<file path="src/rtl/bsam_pkg.sv">
package bsam_pkg;
    typedef enum logic [1:0] {
        TGT_KEY  = 2'd0,
        TGT_MAP  = 2'd1,
        TGT_DATA = 2'd2,
        TGT_NONE = 2'd3
    } ld_tgt_e;

    typedef enum logic {
        ST_SEARCH = 1'b0,
        ST_LOAD   = 1'b1
    } mode_e;
endpackage

</file>
<file path="src/rtl/bsam_stage.sv">
module bsam_stage #(
    parameter int KEY_W  = 16,
    parameter int LEVELS = 4,
    parameter int STAGE  = 0
) (
    input  logic              clk,
    input  logic              rst_n,
    input  logic              wr_en,
    input  logic [LEVELS-1:0] wr_addr,
    input  logic [KEY_W-1:0]  wr_key,
    input  logic              in_valid,
    input  logic [KEY_W-1:0]  in_key,
    input  logic [LEVELS-1:0] in_idx,
    input  logic              in_found,
    output logic              out_valid,
    output logic [KEY_W-1:0]  out_key,
    output logic [LEVELS-1:0] out_idx,
    output logic              out_found
);
    localparam int DEPTH = 1 << LEVELS;
    localparam int BIT   = LEVELS - 1 - STAGE;
    localparam logic [LEVELS-1:0] PROBE_BIT = LEVELS'(1) << BIT;
    localparam logic [LEVELS-1:0] LOW_MASK  = PROBE_BIT - LEVELS'(1);

    logic [KEY_W-1:0]  key_mem [DEPTH];
    logic [LEVELS-1:0] probe_idx;
    logic [KEY_W-1:0]  probe_key;
    logic [LEVELS-1:0] nxt_idx;
    logic              nxt_found;

    always_ff @(posedge clk) begin
        if (wr_en) key_mem[wr_addr] <= wr_key;
    end

    assign probe_idx = in_idx | PROBE_BIT;
    assign probe_key = key_mem[probe_idx];

    always_comb begin
        nxt_idx   = in_idx;
        nxt_found = in_found;
        if (!in_found) begin
            if (in_key == probe_key) begin
                nxt_idx   = probe_idx;
                nxt_found = 1'b1;
            end else if (in_key > probe_key) begin
                nxt_idx = probe_idx;
            end
        end
    end

    always_ff @(posedge clk) begin
        if (!rst_n) begin
            out_valid <= 1'b0;
            out_key   <= '0;
            out_idx   <= '0;
            out_found <= 1'b0;
        end else begin
            out_valid <= in_valid;
            out_key   <= in_key;
            out_idx   <= nxt_idx;
            out_found <= nxt_found;
        end
    end


    found_hold_chk: assert property (@(posedge clk) disable iff (!rst_n)
        (in_valid && in_found) |=> (out_found && out_idx == $past(in_idx)));


    idx_low_zero_chk: assert property (@(posedge clk) disable iff (!rst_n)
        out_valid |-> ((out_idx & LOW_MASK) == '0));
endmodule

</file>
<file path="src/rtl/bsam_rdstage.sv">
module bsam_rdstage #(
    parameter int AW = 4,
    parameter int DW = 16
) (
    input  logic          clk,
    input  logic          rst_n,
    input  logic          wr_en,
    input  logic [AW-1:0] wr_addr,
    input  logic [DW-1:0] wr_data,
    input  logic          in_valid,
    input  logic          in_hit,
    input  logic [AW-1:0] in_addr,
    output logic          out_valid,
    output logic          out_hit,
    output logic [DW-1:0] out_data
);
    localparam int DEPTH = 1 << AW;

    logic [DW-1:0] mem [DEPTH];

    always_ff @(posedge clk) begin
        if (wr_en) mem[wr_addr] <= wr_data;
    end

    always_ff @(posedge clk) begin
        if (!rst_n) begin
            out_valid <= 1'b0;
            out_hit   <= 1'b0;
            out_data  <= '0;
        end else begin
            out_valid <= in_valid;
            out_hit   <= in_hit;
            out_data  <= mem[in_addr];
        end
    end


    miss_pass_chk: assert property (@(posedge clk) disable iff (!rst_n)
        (in_valid && !in_hit) |=> (out_valid && !out_hit));
endmodule

</file>
<file path="src/rtl/bsam_top.sv">
module bsam_top #(
    parameter int KEY_W  = 16,
    parameter int DATA_W = 16,
    parameter int LEVELS = 4
) (
    input  logic                                            clk,
    input  logic                                            rst_n,
    input  logic                                            ld_en,
    input  logic [1:0]                                      ld_tgt,
    input  logic [LEVELS-1:0]                               ld_addr,
    input  logic [((KEY_W > DATA_W) ? KEY_W : DATA_W)-1:0]  ld_data,
    input  logic                                            q_valid,
    input  logic [KEY_W-1:0]                                q_key,
    output logic                                            r_valid,
    output logic                                            r_hit,
    output logic [DATA_W-1:0]                               r_data
);
    import bsam_pkg::*;

    mode_e   st_q, st_d;
    ld_tgt_e tgt;
    logic    q_accept, key_we, map_we, data_we;

    logic              v_c     [LEVELS+1];
    logic [KEY_W-1:0]  key_c   [LEVELS+1];
    logic [LEVELS-1:0] idx_c   [LEVELS+1];
    logic              found_c [LEVELS+1];

    logic              map_v, map_h;
    logic [LEVELS-1:0] map_addr;

    assign tgt = ld_tgt_e'(ld_tgt);

    always_ff @(posedge clk) begin
        if (!rst_n) st_q <= ST_SEARCH;
        else        st_q <= st_d;
    end

    always_comb begin
        st_d     = st_q;
        q_accept = 1'b0;
        key_we   = ld_en && (tgt == TGT_KEY);
        map_we   = ld_en && (tgt == TGT_MAP);
        data_we  = ld_en && (tgt == TGT_DATA);
        unique case (st_q)
            ST_SEARCH: begin
                q_accept = q_valid && !ld_en;
                if (ld_en) st_d = ST_LOAD;       // GO_LOAD
            end
            ST_LOAD: begin
                if (!ld_en) st_d = ST_SEARCH;    // GO_SEARCH
            end
            default: st_d = ST_SEARCH;
        endcase
    end

    assign v_c[0]     = q_accept;
    assign key_c[0]   = q_key;
    assign idx_c[0]   = '0;
    assign found_c[0] = 1'b0;

    for (genvar k = 0; k < LEVELS; k++) begin : g_stage
        bsam_stage #(.KEY_W(KEY_W), .LEVELS(LEVELS), .STAGE(k)) stage_i (
            .clk      (clk),
            .rst_n    (rst_n),
            .wr_en    (key_we),
            .wr_addr  (ld_addr),
            .wr_key   (ld_data[KEY_W-1:0]),
            .in_valid (v_c[k]),
            .in_key   (key_c[k]),
            .in_idx   (idx_c[k]),
            .in_found (found_c[k]),
            .out_valid(v_c[k+1]),
            .out_key  (key_c[k+1]),
            .out_idx  (idx_c[k+1]),
            .out_found(found_c[k+1])
        );
    end

    bsam_rdstage #(.AW(LEVELS), .DW(LEVELS)) remap_i (
        .clk      (clk),
        .rst_n    (rst_n),
        .wr_en    (map_we),
        .wr_addr  (ld_addr),
        .wr_data  (ld_data[LEVELS-1:0]),
        .in_valid (v_c[LEVELS]),
        .in_hit   (found_c[LEVELS]),
        .in_addr  (idx_c[LEVELS]),
        .out_valid(map_v),
        .out_hit  (map_h),
        .out_data (map_addr)
    );

    bsam_rdstage #(.AW(LEVELS), .DW(DATA_W)) data_i (
        .clk      (clk),
        .rst_n    (rst_n),
        .wr_en    (data_we),
        .wr_addr  (ld_addr),
        .wr_data  (ld_data[DATA_W-1:0]),
        .in_valid (map_v),
        .in_hit   (map_h),
        .in_addr  (map_addr),
        .out_valid(r_valid),
        .out_hit  (r_hit),
        .out_data (r_data)
    );


    load_block_chk: assert property (@(posedge clk) disable iff (!rst_n)
        ld_en |=> !v_c[1]);


    settle_drop_chk: assert property (@(posedge clk) disable iff (!rst_n)
        $fell(ld_en) |=> !v_c[1]);


    mode_enter_chk: assert property (@(posedge clk) disable iff (!rst_n)
        ld_en |=> (st_q == ST_LOAD));
endmodule

</file>
<file path="config.mk">
export PLATFORM = sky130hd
export DESIGN_NAME = bsam_top
export DESIGN_NICKNAME = d
export VERILOG_FILES = /design/src/rtl/bsam_pkg.sv /design/src/rtl/bsam_stage.sv /design/src/rtl/bsam_rdstage.sv /design/src/rtl/bsam_top.sv
export SDC_FILE = /design/constraint.sdc
export NUM_CORES = 1
export LEC_CHECK = 0
export ABC_CLOCK_PERIOD_IN_PS = 3100
export BUFFER_PORTS_ARGS = -buffer_cell sky130_fd_sc_hd__buf_4
export CAP_MARGIN = 15
export CORE_MARGIN = 2
export CORE_UTILIZATION = 45
export CTS_CLUSTER_DIAMETER = 80
export DETAILED_ROUTE_END_ITERATION = 10
export GPL_ROUTABILITY_DRIVEN = 0
export MAX_ROUTING_LAYER = met4
export PLACE_DENSITY = 0.58
export SLEW_MARGIN = 0
export SYNTH_ARGS = -nofsm -noshare
export SYNTH_HDL_FRONTEND = slang
export SYNTH_SLANG_ARGS = --single-unit
</file>
<file path="constraint.sdc">
create_clock -name clk -period 3.1 [get_ports clk]
set_input_delay 0 -clock clk [delete_from_list [all_inputs] [get_ports clk]]
set_output_delay 0 -clock clk [all_outputs]
set_load 0.01 [all_outputs]
</file>
==> results.json <==
{
  "ys_types": 44,
  "regToRegStartpoint": "g_stage[2].stage_i.out_idx[1]$_SDFF_PP0_",
  "p_seq_share_pct": 52.2,
  "hold_class": "input pin to register",
  "final_nets": 1607,
  "reg2reg_to": "g_stage[3].stage_i.out_idx[0]$_SDFF_PP0_",
  "clk_pin_slew_ns": 0.06,
  "drc": 0,
  "cp_slowest_cell": "mux4_2",
  "combPwrFrac_pct": 4.5,
  "synth_area_leaders": "edfxtp_1 67%, mux4_2 9.7%, dfxtp_1 7.3%",
  "antenna_found_initial": 0,
  "cts_tree": "done",
  "clk_latency_ns": 0.59,
  "syn_to_final_growth_pct": 16.4,
  "first_iter_violations": 1029,
  "viasPerCell": 5.42,
  "synth-edff-count": 560,
  "cts-buffers-inserted": 67,
  "post_cts_resized": 0,
  "maxCapViolCount": 0,
  "grt_overflow": 0,
  "synth_fp_nets": 1451,
  "core_um2": 55100,
  "vias": 12500,
  "fin_util_pct": 53.0,
  "hold_start": "ld_addr[1]",
  "cts_buffer_depth": 3,
  "synthArstFlopShare_pct": 0,
  "slew_headroom_pct": 39.2,
  "cpPeakStageDelay_ns": 0.51,
  "p_clk_share_pct": 43.4,
  "critical_path_class": "register to register",
  "power.density_nw_per_um2": 634,
  "place_hpwl_um": 32100,
  "ios": 60,
  "critical_path_arrival_ns": 3.06,
  "synth_area_um2": 25100,
  "postCtsHoldBufs": 35,
  "status": "finished clean",
  "dieArea_um2": 57600,
  "grt_pass1_vias": 12900,
  "fillerInstances": 4432,
  "finalCritPeriodShare_pct": 83.0,
  "cpLargestDelayFamily": "multiplexers",
  "max_freq_mhz": 389,
  "synth_seq_area_share_pct": 74.3,
  "worst-r2r-cell-count": 9,
  "min_to": "remap_i.mem[0][1]$_DFFE_PP_",
  "start_kind": "register",
  "synth_cells": 1345,
  "synth.largest_area_cell": "edfxtp_1",
  "start_util_pct": 45.5,
  "finalMaxSlewViolations": 0,
  "tns_ns": 0,
  "num_rows": 86,
  "path_buf_inv": 1,
  "layoutNonFillerInstCount": 2302,
  "wl_per_cell_um": 23.4,
  "finalHoldViolCount": 0,
  "cts_htree_levels": 3,
  "period_needed_ns": 2.57,
  "ys_seq_elements": 651,
  "worst_slew_pin_slew_ns": 0.913,
  "wirelength_um": 53900,
  "mostFrequentLayoutCells": "560 x edfxtp_1, 108 x mux4_2, 107 x buf_4, 88 x dfxtp_1, 72 x clkbuf_16",
  "io_buffers": 59,
  "switching_share_pct": 20.1,
  "critPathCaptureType": "register",
  "ant_nets": 0,
  "synth_ff_type": "edfxtp_1",
  "post-cts-setup-buffer-count": 0,
  "pre_cts_ws_ns": 0.472,
  "synth_top_area_share_pct": 67.0,
  "mostFrequentLayoutCell": "edfxtp_1",
  "fin_ws_ns": 0.526,
  "reg2reg_slack_ns": 0.53,
  "cts_root_buf": "clkbuf_16",
  "grt_pass1_wl_um": 81000,
  "grt.total_usage_pct": 20.0,
  "drive_gt1_share_pct": 22.4,
  "grt_max_degree": 74,
  "ys_warn_count": 0,
  "required_ns": 3.59,
  "ir_drop_mv": 0.370,
  "p_leak_uw": 0.00976,
  "rsz0062_at_grt": "false",
  "fin_worst_skew_ns": 0.0172,
  "die_y_um": 240,
  "first_pass_iters": 5,
  "placed_cells": 2145,
  "setup_viol": 0,
  "p_sw_uw": 3720,
  "worstPathCellList": "buf_12 > mux4_2 > mux2i_1 > ha_1 > a21oi_1 > nand2_1 > a221oi_1 > o221ai_1 > and3b_1",
  "cts.sinks": 651,
  "holdPathStages": 4,
  "path_max_fanout": 17,
  "intPower_uw": 14800,
  "die_w_um": 240,
  "synth.avg_cell_area_um2": 18.6
}
[synth_stat cells (3+ instances only)]
cell type,number
and3b_1,3
nand2b_1,7
or4b_1,3
mux4_2,108
clkbuf_1,25
buf_1,6
a221oi_1,4
o21ai_0,19
buf_4,6
o22ai_1,10
a211oi_1,20
buf_2,17
o21a_1,3
and2_1,62
nand2_1,49
a22oi_1,11
dfxtp_1,91
o211ai_1,4
a21oi_1,25
nor3b_1,3
mux2i_1,60
edfxtp_1,560
nand3_1,14
and4_1,3
buf_6,3
mux2_2,15
nand4_1,10
inv_1,34
ha_1,64
nor2b_1,27
o221ai_1,7
nor2_1,58
[cell type report]
| type | count | area [um2] | area share, % |
|---|---|---|---|
| antenna | 1 | 2.50 | 0.00857 |
| clock buffer | 91 | 1880 | 6.45 |
| multi-input combinational | 601 | 6050 | 20.7 |
| inverter | 34 | 128 | 0.437 |
| tap | 748 | 936 | 3.21 |
| timing repair buffer | 146 | 1230 | 4.23 |
| sequential | 651 | 18600 | 63.9 |
| clock inverter | 30 | 317 | 1.08 |
[worst max-delay path by stage]
stage	from	to	slack (ns)	cells after the start
after floorplan	g_stage[2].stage_i.out_idx[1]$_SDFF_PP0_	g_stage[3].stage_i.out_idx[0]$_SDFF_PP0_	0.51	9
final	g_stage[2].stage_i.out_idx[1]$_SDFF_PP0_	g_stage[3].stage_i.out_idx[0]$_SDFF_PP0_	0.53	9
after detailed placement	g_stage[2].stage_i.out_idx[1]$_SDFF_PP0_	g_stage[3].stage_i.out_idx[0]$_SDFF_PP0_	0.47	8
after global placement	g_stage[2].stage_i.out_idx[1]$_SDFF_PP0_	g_stage[3].stage_i.out_idx[0]$_SDFF_PP0_	0.44	8
after CTS	g_stage[2].stage_i.out_idx[1]$_SDFF_PP0_	g_stage[3].stage_i.out_idx[0]$_SDFF_PP0_	0.48	8
after global routing	g_stage[2].stage_i.out_idx[1]$_SDFF_PP0_	g_stage[3].stage_i.out_idx[0]$_SDFF_PP0_	0.36	9
[flip-flops by register name, indices dropped and copies added, names as in the netlist]
register                   flops
data_i.mem                   256
data_i.out_data               16
g_stage.stage_i.out_key       48
st_q                           1
g_stage.stage_i.out_valid      4
g_stage.stage_i.key_mem      240
data_i.out_hit                 1
remap_i.out_hit                1
g_stage.stage_i.out_idx       10
data_i.out_valid               1
g_stage.stage_i.out_found      4
remap_i.out_valid              1
remap_i.mem                   64
remap_i.out_data               4
[worst register-to-register path, cell delays in order, from the launching register on]
cell      delay, ns
dfxtp_2        0.37
buf_12         0.19
mux4_2         0.52
mux2i_1        0.18
ha_1           0.28
a21oi_1        0.17
nand2_1        0.07
a221oi_1       0.35
o221ai_1       0.17
and3b_1        0.19
[power by group through the flow]
stage	Combinational [uW]	Sequential, uW	Clock, uW
after floorplan	452	9830	0
after global placement	789	9850	0
after detailed placement	802	9850	0
after CTS	841	9670	8180
after global routing	908	9670	8550
final	825	9670	8030
[logic make-up (layout without fill, tap and decap cells)]
family                   count (synthesis)  in the layout  share of synthesized area (%)
AO/OA/AOI/OAI                          108            108                           2.81
adder cells (fa/ha/maj)                 64             64                           3.19
buffers and inverters                   93            301                           1.77
flip-flops                             651            651                           74.3
multiplexers                           183            183                           12.8
other                                    0              1                              0
AND/OR/NAND/NOR                        246            246                           5.15
[metal layers]
metal	part of all wire [%]	vias up	GRT usage, %
met1	46	6441	28.2
met2	47	326	30.6
met5	0	-	-
met3	5.0	78	2.74
li1	-	5622	-
met4	1.8	0	5.68
[per-stage QoR]
stage | instance area [um2] | power (uW) | hold WS (ns)
2_1_floorplan | 25100 | 10300 | 0.0757
3_3_place_gp | 26600 | 10600 | 0.218
3_5_place_dp | 26600 | 10700 | 0.222
4_1_cts | 29200 | 18700 | 0.00329
5_1_grt | 29200 | 19100 | 0.0694
6_report | 29200 | 18500 | 0.0511
Note: power is estimated with default switching activity, not from simulation.
